[config.mk]
export PLATFORM = sky130hd
export DESIGN_NAME = spi_fifo_irq_ctrl
export DESIGN_NICKNAME = d
export VERILOG_FILES = /design/src/rtl/sfic_pkg.sv /design/src/rtl/sfic_fifo.sv /design/src/rtl/sfic_events.sv /design/src/rtl/spi_fifo_irq_ctrl.sv
export SDC_FILE = /design/constraint.sdc
export NUM_CORES = 1
export LEC_CHECK = 0
export CORE_MARGIN = 2
export CORE_UTILIZATION = 65
export CTS_BUF_LIST = sky130_fd_sc_hd__clkbuf_8
export CTS_CLUSTER_DIAMETER = 80
export DETAILED_ROUTE_END_ITERATION = 12
export DONT_BUFFER_PORTS = 1
export PLACE_DENSITY_LB_ADDON = 0.15
export RECOVER_POWER = 50
export REMOVE_ABC_BUFFERS = 1
export SLEW_MARGIN = 15
export SYNTH_ARGS = -nofsm -noshare
export SYNTH_HDL_FRONTEND = slang
export SYNTH_SLANG_ARGS = --single-unit
export TNS_END_PERCENT = 50
[constraint.sdc]
create_clock -name clk -period 10.05 [get_ports clk]
set_input_delay 3.015 -clock clk [delete_from_list [all_inputs] [get_ports clk]]
set_output_delay 3.015 -clock clk [all_outputs]
set_load 0.03 [all_outputs]
[src/rtl/sfic_pkg.sv]
package sfic_pkg;
  localparam int REG_W    = 32;
  localparam int NUM_EV   = 6;
  localparam int EV_RXOVF = 0;
  localparam int EV_TXUNF = 1;
  localparam int EV_RXLVL = 2;
  localparam int EV_TXLVL = 3;
  localparam int EV_END   = 4;
  localparam int EV_CMD   = 5;

  localparam logic [2:0] ADR_DATA = 3'd0;
  localparam logic [2:0] ADR_CTRL = 3'd1;
  localparam logic [2:0] ADR_IEN  = 3'd2;
  localparam logic [2:0] ADR_FLAG = 3'd3;
  localparam logic [2:0] ADR_STAT = 3'd4;
  localparam logic [2:0] ADR_CFG  = 3'd5;
endpackage

[src/rtl/sfic_fifo.sv]
module sfic_fifo #(
  parameter int DW = 32,
  parameter int AW = 3,
  localparam int DEPTH = 1 << AW,
  localparam int CW = AW + 1
) (
  input  logic          clk,
  input  logic          rst_n,
  input  logic          flush,
  input  logic          push,
  input  logic [DW-1:0] wdata,
  input  logic          pop,
  output logic [DW-1:0] rdata,
  output logic [CW-1:0] count
);
  localparam logic [CW-1:0] FULL_C = CW'(DEPTH);

  logic [DW-1:0] mem [DEPTH];
  logic [AW-1:0] wptr_q, wptr_d, rptr_q, rptr_d;
  logic [CW-1:0] cnt_q, cnt_d;
  logic          do_push, do_pop;

  assign do_push = push && (cnt_q != FULL_C) && !flush;
  assign do_pop  = pop && (cnt_q != '0) && !flush;
  assign rdata   = (cnt_q == '0) ? '0 : mem[rptr_q];
  assign count   = cnt_q;

  always_comb begin
    wptr_d = wptr_q;
    rptr_d = rptr_q;
    cnt_d  = cnt_q;
    if (flush) begin
      wptr_d = '0;
      rptr_d = '0;
      cnt_d  = '0;
    end else begin
      if (do_push) wptr_d = wptr_q + 1'b1;
      if (do_pop)  rptr_d = rptr_q + 1'b1;
      cnt_d = cnt_q + CW'(do_push) - CW'(do_pop);
    end
  end

  always_ff @(posedge clk or negedge rst_n) begin
    if (!rst_n) begin
      wptr_q <= '0;
      rptr_q <= '0;
      cnt_q  <= '0;
    end else begin
      wptr_q <= wptr_d;
      rptr_q <= rptr_d;
      cnt_q  <= cnt_d;
    end
  end

  // storage array carries no reset
  always_ff @(posedge clk) begin
    if (do_push) mem[wptr_q] <= wdata;
  end
endmodule

[src/rtl/sfic_events.sv]
module sfic_events #(
  parameter int N = 6
) (
  input  logic         clk,
  input  logic         rst_n,
  input  logic [N-1:0] ev_set,
  input  logic [N-1:0] ev_clr,
  input  logic [N-1:0] ev_en,
  output logic [N-1:0] flags,
  output logic         irq
);
  logic [N-1:0] flags_q, flags_d;

  // a new event outranks a clear in the same cycle
  assign flags_d = (flags_q & ~ev_clr) | ev_set;
  assign flags   = flags_q;
  assign irq     = |(flags_q & ev_en);

  always_ff @(posedge clk or negedge rst_n) begin
    if (!rst_n) flags_q <= '0;
    else        flags_q <= flags_d;
  end
endmodule

[src/rtl/spi_fifo_irq_ctrl.sv]
module spi_fifo_irq_ctrl
  import sfic_pkg::*;
#(
  parameter int DW = 32,
  parameter int SIZE_SEL = 2,
  localparam int DEPTH = 2 << SIZE_SEL,
  localparam int AW = SIZE_SEL + 1,
  localparam int CW = AW + 1
) (
  input  logic             clk,
  input  logic             rst_n,
  input  logic             reg_wr,
  input  logic             reg_rd,
  input  logic [2:0]       reg_addr,
  input  logic [REG_W-1:0] reg_wdata,
  output logic [REG_W-1:0] reg_rdata,
  input  logic             tx_pop,
  output logic [DW-1:0]    tx_data,
  input  logic             rx_push,
  input  logic [DW-1:0]    rx_data,
  input  logic             xfer_end,
  input  logic             slv_cmd,
  output logic             irq,
  output logic             tx_dma_req,
  output logic             rx_dma_req
);
  localparam logic [CW-1:0] DEPTH_C = CW'(DEPTH);

  logic [CW-1:0] tx_cnt, rx_cnt;
  logic [DW-1:0] rx_head;
  logic [CW-1:0] tx_lvl_q, tx_lvl_d, rx_lvl_q, rx_lvl_d;
  logic          tx_den_q, tx_den_d, rx_den_q, rx_den_d;
  logic [NUM_EV-1:0] ien_q, ien_d, ev_set, ev_clr, flags_w;
  logic          wr_data, wr_ctrl, wr_ien, wr_flag, rd_data;
  logic          tx_flush, rx_flush, tx_lvl_hit, rx_lvl_hit, rx_full, tx_empty;

  function automatic logic [CW-1:0] clamp_lvl(input logic [CW-1:0] v);
    return (v > DEPTH_C) ? DEPTH_C : v;
  endfunction

  assign wr_data  = reg_wr && (reg_addr == ADR_DATA);
  assign wr_ctrl  = reg_wr && (reg_addr == ADR_CTRL);
  assign wr_ien   = reg_wr && (reg_addr == ADR_IEN);
  assign wr_flag  = reg_wr && (reg_addr == ADR_FLAG);
  assign rd_data  = reg_rd && (reg_addr == ADR_DATA);
  assign tx_flush = wr_ctrl && reg_wdata[0];
  assign rx_flush = wr_ctrl && reg_wdata[1];

  sfic_fifo #(.DW(DW), .AW(AW)) u_txq (
    .clk(clk), .rst_n(rst_n), .flush(tx_flush),
    .push(wr_data), .wdata(reg_wdata[DW-1:0]),
    .pop(tx_pop), .rdata(tx_data), .count(tx_cnt)
  );

  sfic_fifo #(.DW(DW), .AW(AW)) u_rxq (
    .clk(clk), .rst_n(rst_n), .flush(rx_flush),
    .push(rx_push), .wdata(rx_data),
    .pop(rd_data), .rdata(rx_head), .count(rx_cnt)
  );

  assign rx_full    = (rx_cnt == DEPTH_C);
  assign tx_empty   = (tx_cnt == '0);
  assign rx_lvl_hit = (rx_cnt >= rx_lvl_q);
  assign tx_lvl_hit = (tx_cnt <= tx_lvl_q);
  assign tx_dma_req = tx_den_q && tx_lvl_hit;
  assign rx_dma_req = rx_den_q && rx_lvl_hit;

  always_comb begin
    ev_set = '0;
    ev_set[EV_RXOVF] = rx_push && rx_full;
    ev_set[EV_TXUNF] = tx_pop && tx_empty;
    ev_set[EV_RXLVL] = rx_lvl_hit;
    ev_set[EV_TXLVL] = tx_lvl_hit;
    ev_set[EV_END]   = xfer_end;
    ev_set[EV_CMD]   = slv_cmd;
  end

  assign ev_clr = wr_flag ? reg_wdata[NUM_EV-1:0] : '0;

  sfic_events #(.N(NUM_EV)) u_ev (
    .clk(clk), .rst_n(rst_n), .ev_set(ev_set), .ev_clr(ev_clr),
    .ev_en(ien_q), .flags(flags_w), .irq(irq)
  );

  // configuration next state
  always_comb begin
    tx_lvl_d = tx_lvl_q;
    rx_lvl_d = rx_lvl_q;
    tx_den_d = tx_den_q;
    rx_den_d = rx_den_q;
    ien_d    = ien_q;
    if (wr_ctrl) begin
      tx_den_d = reg_wdata[2];
      rx_den_d = reg_wdata[3];
      tx_lvl_d = clamp_lvl(reg_wdata[8 +: CW]);
      rx_lvl_d = clamp_lvl(reg_wdata[16 +: CW]);
    end
    if (wr_ien) ien_d = reg_wdata[NUM_EV-1:0];
  end

  always_ff @(posedge clk or negedge rst_n) begin
    if (!rst_n) begin
      tx_lvl_q <= '0;
      rx_lvl_q <= DEPTH_C;
      tx_den_q <= 1'b0;
      rx_den_q <= 1'b0;
      ien_q    <= '0;
    end else begin
      tx_lvl_q <= tx_lvl_d;
      rx_lvl_q <= rx_lvl_d;
      tx_den_q <= tx_den_d;
      rx_den_q <= rx_den_d;
      ien_q    <= ien_d;
    end
  end

  always_comb begin
    reg_rdata = '0;
    case (reg_addr)
      ADR_DATA: reg_rdata[DW-1:0] = rx_head;
      ADR_CTRL: begin
        reg_rdata[2]       = tx_den_q;
        reg_rdata[3]       = rx_den_q;
        reg_rdata[8 +: CW] = tx_lvl_q;
        reg_rdata[16 +: CW] = rx_lvl_q;
      end
      ADR_IEN:  reg_rdata[NUM_EV-1:0] = ien_q;
      ADR_FLAG: reg_rdata[NUM_EV-1:0] = flags_w;
      ADR_STAT: begin
        reg_rdata[0 +: CW]  = tx_cnt;
        reg_rdata[16 +: CW] = rx_cnt;
      end
      ADR_CFG: begin
        reg_rdata[3:0]   = 4'(SIZE_SEL);
        reg_rdata[31:16] = 16'(DEPTH);
      end
      default: reg_rdata = '0;
    endcase
  end
endmodule

# == Word-level counts from Yosys, hierarchy flattened ==
# Memories as Yosys holds them, arrays and structs flattened.
# Index checks and enable logic that the tools add are counted.
# word_totals
register_bits,42
latchBits,0
mem_bits_rw,512
rom_bits,0
input_bits,75
out_inout_bits,67
elab_cells,96
mem_count,2
# classes
n_addsub,8
mul,0
div,0
magnitude_cmp,4
n_eq_ne,8
shift,0
mux,27
bitwise,4
n_reduce_logical,31
# mem_list
memory,depth,word_bits,rd,rd_ports_with_merged_regs,wr,line,text
u_rxq.mem,8,32,1,0,1,sfic_fifo.sv:18,logic [DW-1:0] mem [DEPTH];
u_txq.mem,8,32,1,0,1,sfic_fifo.sv:18,
# op_table
operator,count
$mux W32,2
$mux W3,8
$mux W4,5
$pmux W2 S5,2
$logic_and A1 B1 Y1,19
$pmux W4 S4,1
$add A3 B1 Y3 const B,4
$and A6 B6 Y6,2
$mux W12,1
$add A4 B1 Y4,2
$gt A4 B4 Y1 const B,2
$logic_not A4 Y1,2
$ne A4 B4 Y1 const B,2
$pmux W4 S2,1
$reduce_bool A2 Y1,4
$reduce_bool A4 Y1,2
$sub A4 B1 Y4,2
$eq A3 B2 Y1 const B,2
$eq A3 B3 Y1 const B,2
$mux W6,1
$not A6 Y6,1
$or A6 B6 Y6,1
$pmux W2 S3,1
$reduce_or A6 Y1,1
8 further kinds,12

# == Depth between registers and ports, before layout ==
# Gate-level depths: netlist of run 1.
# depth
ltp_word,8
ltp_mapped,12
depth_no_buf,12

# == By module ==
# From an unflattened synthesis of run 1, not the netlist that was laid out.
# unflattened
cells_unflattened,1103
area_unflattened_um2,22287.6
# by_module_without_submodules
mod,instances,cells_per_inst,area_each_um2,seq_area_each_um2
sfic_fifo,2,450,10266.1,7937.6
spi_fifo_irq_ctrl,1,181,1507.7,401.6
sfic_events,1,22,247.7,150.1

# == Worst setup path after synthesis of run 1 ==
# Ideal clock, no wire load.
# synth_timing
kind,input-to-output
startpoint,input reg_addr[0]
endpoint,output reg_rdata[22]
t_arrival_ps,4419
t_required_ps,7035
slack_ps,2616
path_stages,5
path_buffers,2
path_cell_list,or2_4 a211o_4 buf_2 buf_6 a21oi_1
# synth_via
elab_chain_len,2
# synth_lines
element,line,text
from (decl),spi_fifo_irq_ctrl.sv:14,"input logic [2:0] reg_addr,"
$logic_not A3 Y1,spi_fifo_irq_ctrl.sv:119,case (reg_addr)
$mux W12,spi_fifo_irq_ctrl.sv:119,
to (decl),spi_fifo_irq_ctrl.sv:16,"output logic [REG_W-1:0] reg_rdata,"
# No other way between the ends.

# == Final worst setup path of run 1 ==
# layout_timing
startpoint,input reg_addr[0]
endpoint,output reg_rdata[19]
# layout_via
elab_chain_len,2
word_cells_on_any_way,5
cone_classes,eq/ne (3); mux (1); reduce/logical (1)
# layout_lines
element,line
$eq A3 B3 Y1 (tied with other cells),spi_fifo_irq_ctrl.sv:119
$pmux W4 S4 (*),spi_fifo_irq_ctrl.sv:119
# Every way passes the cells marked *; elsewhere a longest branch is shown, timed or not.

==> flow_summary.toml, run 1 <==
[outcome]
status = "finished with violations"
violations = "max-capacitance violations, max-slew violations"

[logic_synthesis]
synth_edf_count = 512
synth.distinct_cells = 55
synthArstFlopShare = 0.0758
ys_seq_area_frac = 0.745
synth_area_per_cell_um2 = 20.0
synth_area_mm2 = 0.0220
synth_ff_type = "edfxtp_1"
syn_inst = 1104
yosysWarnings = 0
yosys_register_bits = 554

[grt]
grt_start_max_net_pins = 67
grt_usage = 0.248
grt-ovfl-total = 0
first_global_vias = 10900
grt_pass1_wl_um = 64700
antenna_found_initial = 0

[routing]
wl_um = 42400
routed-via-count = 10500
drt_first_pass_iters = 5
wl_per_cell_um = 25.4
detail-route-antenna-nets = 0
drt_iter0_drc = 836
viasPerCell = 6.27
route.detailed.drc = 0

[setup_path]
crit_arrival_ns = 4.66
r2r-start = "u_txq.count[2]"
path_class = "primary input to primary output"
worst_setup_path_end_kind = "primary output"
critPathLaunch = "reg_addr[0]"
worst-path-max-fanout = 21
r2r_cells = 6
reg2reg_to = "u_txq.mem[1][7]"
cp_data_required_time_ns = 7.04
start_kind = "primary input"
reg2reg_slack_ns = 6.70

[cts]
clock_latency_ns = 0.62
post_cts_resized = 0
clkTransAtPathRegs_ns = 0.06
cts_setup_buffers = 0
cts_num_sinks = 554
cts-hold-fix-buffers = 0
cts_buffer_depth = 3
numCtsBuffers = 83
cts_tree = "done"
root_buffer = "clkbuf_8"
cts_htree_levels = 3

[run]
maxCapViolCount = 1

[pwr]
p_int_mw = 4.47
vdd_drop_max_mv = 0.156
p_clk_frac = 0.273
power.density_mw_per_mm2 = 269
p_sw_mw = 2.04
swShare = 0.313
p_seq_frac = 0.451
total_power_mw = 6.51
p_leak_nw = 8.06
pwr-share-comb = 0.276

[timing]
fin_crit_sh = 0.764
setup_viol = 0
skew_ns = 0.0222
worst_slew_pin_slew_ns = 2.43
rsz0062_at_grt = "no"
post-route-worst-setup-slack_ns = 2.38
drv_slew = 18
whs_ns = 0.508
max_freq_mhz = 130
period_needed_ns = 7.67
setup_tns_ns = 0
max_slew_margin = -0.645
hold_viol = 0

[placement]
pre_cts_ws_ns = 2.36
hpwl_um = 24400
io_buffers = 0
gp_congestion = 0.806

[die]
core_area_mm2 = 0.0334
die_area_mm2 = 0.0354
io_pins = 142
num_rows = 67
dieWidth_um = 188
start_util = 0.659
fp.dieH_um = 188

[finish]
layout.nets = 1257
final_layout_size_suffix_gt1_frac = 0.240
num-fill-cells = 1987
syn_to_final_growth_pct = 9.79
antenna-diode-count = 0

[min_path]
min_to = "u_ev.flags[5]"
hp-class = "flip-flop to flip-flop"
hold_depth = 1
hp-start = "u_ev.flags[5]"
==> cell usage after synthesis, drive strengths merged, types with 2 or more instances <==
library cell / n / area, um2
a221o: 13 / 130
nor3: 5 / 30.0
nand2b: 9 / 56.3
xnor2: 5 / 43.8
a21oi: 24 / 120
mux2: 7 / 78.8
edfxtp: 512 / 15400
mux2i: 38 / 380
fa: 2 / 40.0
o21ai: 15 / 75.1
nand2: 65 / 244
a21o: 6 / 45.0
clkbuf: 17 / 63.8
a22o: 2 / 17.5
and2: 9 / 56.3
buf: 38 / 233
nand3b: 5 / 37.5
nand3: 5 / 25.0
ha: 24 / 300
xor2: 4 / 35.0
a22oi: 9 / 67.6
o21a: 2 / 15.0
nor2b: 8 / 50.1
inv: 21 / 78.8
mux4: 128 / 2880
a211oi: 3 / 35.0
nor3b: 6 / 55.1
or3: 2 / 17.5
nor2: 62 / 248
dfrtp: 41 / 1030
==> power by group through the flow <==
stage / clock [mW] / combinational, mW / sequential [mW]
floorplan: 0 / 1.36 / 3.08
CTS: 1.82 / 1.84 / 2.94
global route: 1.92 / 1.94 / 2.96
global placement: 0 / 1.82 / 2.97
detailed placement: 0 / 1.83 / 2.98
finish: 1.78 / 1.80 / 2.93
==> worst max-delay path by stage <==
stage / slack [ns] / endpoint
2_1_floorplan: 2.77 / reg_rdata[2]
3_3_place_gp: 2.43 / reg_rdata[16]
3_5_place_dp: 2.36 / reg_rdata[17]
4_1_cts: 2.38 / reg_rdata[17]
5_1_grt: 2.30 / reg_rdata[17]
6_report: 2.38 / reg_rdata[19]
==> registers in the layout, indices dropped and copies added (netlist names), 4 cells and up <==
signal       cells
tx_lvl_q         4
u_txq.count      4
u_txq.mem      256
u_rxq.count      4
ien_q            6
u_ev.flags       6
rx_lvl_q         4
u_rxq.mem      256
==> cell usage in the layout, fill, tap and decap left out, types with 20 or more instances in the layout <==
cell type / count
a21oi_1: 24
buf_4: 22
clkbuf_8: 91
clkinv_1: 20
dfrtp_1: 36
edfxtp_1: 512
ha_1: 24
inv_1: 46
mux2i_1: 38
mux4_2: 128
nand2_1: 65
nor2_1: 54
==> metal layers <==
| layer | wire [um] | vias up | GRT usage |
|---|---|---|---|
| met1 | 16500 | 5486 | 0.326 |
| met2 | 21800 | 378 | 0.409 |
| li1 | - | 4566 | - |
| met4 | 592 | 0 | 0.0712 |
| met3 | 3540 | 39 | 0.0752 |
| met5 | 0 | - | 0 |
==> cells by family after synthesis <==
| kind of cell | after synthesis | synth area share |
|---|---|---|
| mux | 173 | 0.152 |
| flops | 554 | 0.745 |
| fa+ha+maj | 26 | 0.0154 |
| xor+xnor | 9 | 0.00358 |
| simple gates | 184 | 0.0403 |
| buf+inv | 76 | 0.0170 |
| compound gates | 82 | 0.0267 |
==> layout make-up <==
type	count	area (um2)	share of cell area
multi-input combinational	474	5310	0.219
sequential	554	16400	0.679
inverter	21	78.8	0.00326
timing repair buffer	22	165	0.00683
tap	448	561	0.0232
clock buffer	91	1250	0.0518
clock inverter	61	392	0.0162
==> worst max-delay path: stages <==
cell     delay [ns]
or2_4          0.26
a211o_4        0.47
nor2_4         0.38
a221o_1        0.52
==> through the flow <==
stage | cells | instance area [um2] | utilization
2_1_floorplan | 1049 | 21700 | -
6_report | 1671 | 24200 | 0.723
3_5_place_dp | 1519 | 22600 | 0.675
4_1_cts | 1671 | 24200 | 0.725
5_1_grt | 1671 | 24200 | 0.723
3_3_place_gp | 1519 | 22600 | 0.675
Power figures use the tool's default switching activity.
==> inputs of run 2 (changes only) <==
- clock period: 10.05 -> 7.5 ns (I/O delays scaled with it)
==> flow_summary.toml, run 2 (synthesized netlist as in run 1, its figures left out) <==
[die]
dieWidth_um = 188
core_area_mm2 = 0.0334
fp.dieH_um = 188
start_util = 0.659
num_rows = 67
io_pins = 142
die_area_mm2 = 0.0354

[cts]
cts_setup_buffers = 0
clock_latency_ns = 0.64
cts_buffer_depth = 3
cts_tree = "done"
cts-hold-fix-buffers = 0
post_cts_resized = 0
cts_num_sinks = 554
numCtsBuffers = 85
cts_htree_levels = 3
root_buffer = "clkbuf_8"
clkTransAtPathRegs_ns = 0.06

[grt]
grt_usage = 0.252
grt_start_max_net_pins = 52
grt-ovfl-total = 0
grt_pass1_wl_um = 65700
first_global_vias = 11100
antenna_found_initial = 0

[routing]
drt_first_pass_iters = 5
wl_um = 43000
viasPerCell = 6.25
wl_per_cell_um = 25.7
detail-route-antenna-nets = 0
route.detailed.drc = 0
routed-via-count = 10500
drt_iter0_drc = 931

[setup_path]
cp_data_required_time_ns = 5.25
path_class = "primary input to primary output"
path_cells = "or2_4 > a211o_4 > nor2_4 > a221o_1"
crit_slowest_cell = "a221o_1"
worst_setup_path_end_kind = "primary output"
crit_family = "compound AO/OA/AOI/OAI gates"
max_stage_delay_ns = 0.50
crit_arrival_ns = 3.92
cp_num_buf_inv = 0
start_kind = "primary input"
worst-path-max-fanout = 21

[timing]
period_needed_ns = 6.17
rsz0062_at_grt = "no"
post-route-worst-setup-slack_ns = 1.33
max_freq_mhz = 162
max_slew_margin = -0.698
skew_ns = 0.0291
setup_viol = 0
worst_slew_pin_slew_ns = 2.51
hold_viol = 0
fin_crit_sh = 0.822
setup_tns_ns = 0
whs_ns = 0.505
drv_slew = 18

[run]
maxCapViolCount = 1

[pwr]
power.density_mw_per_mm2 = 359
vdd_drop_max_mv = 0.247
p_leak_nw = 8.05

[finish]
syn_to_final_growth_pct = 9.65
reg_top3 = "u_rxq.mem (256), u_txq.mem (256)"
final_layout_size_suffix_gt1_frac = 0.241
antenna-diode-count = 0
layout.nets = 1259
final_common_cell = "edfxtp_1"
most-common-layout-cells = "edfxtp_1 (512), mux4_2 (128), clkbuf_8 (95)"
fin_util = 0.723

[min_path]
hp-class = "flip-flop to flip-flop"

[placement]
pre_cts_ws_ns = 1.34
hpwl_um = 24400
io_buffers = 0
gp_congestion = 0.837

[outcome]
violations = "max-capacitance violations, max-slew violations"
status = "finished with violations"
run 2: per-layer routing:
layer,GRT usage,share of wire
met1,0.333,0.39
met5,0,0
met2,0.415,0.51
met4,0.0857,0.021
met3,0.0661,0.079
run 2: final timing paths:
kind	start	endpoint	slack [ns]	cells past startpoint
max	reg_addr[0]	reg_rdata[1]	1.33	4
min	u_ev.flags[5]	u_ev.flags[5]	0.51	1
max reg2reg	u_txq.count[2]	u_txq.mem[5][31]	3.91	6
min reg2reg	u_ev.flags[5]	u_ev.flags[5]	0.51	1
max in group asynchronous	rst_n	rx_lvl_q[3]	5.98	0
min in group asynchronous	rst_n	u_txq.wptr_q[0]	1.30	0
run 2: area by class of cell:
class | count | area [um2]
sequential | 554 | 16400
fill | 1967 | 9280
multi-input combinational | 474 | 5310
clock buffer | 95 | 1310
tap | 448 | 561
clock inverter | 60 | 307
timing repair buffer | 22 | 165
inverter | 21 | 78.8
run 2: per-stage QoR:
step / cells / instance area [um2] / power (mW)
floorplan: 1049 / 21700 / 5.95
detailed placement: 1519 / 22600 / 6.45
finish: 1674 / 24200 / 8.69
global route: 1674 / 24200 / 9.09
global placement: 1519 / 22600 / 6.41
CTS: 1674 / 24200 / 8.79
run 2: power breakdown:
| part | internal [mW] | switching [mW] | leakage, nW | total (mW) |
|---|---|---|---|---|
| registers | 3.69 | 0.408 | 5.12 | 4.10 |
| clock network | 1.23 | 1.11 | 0.904 | 2.34 |
| logic | 1.00 | 1.24 | 2.02 | 2.25 |
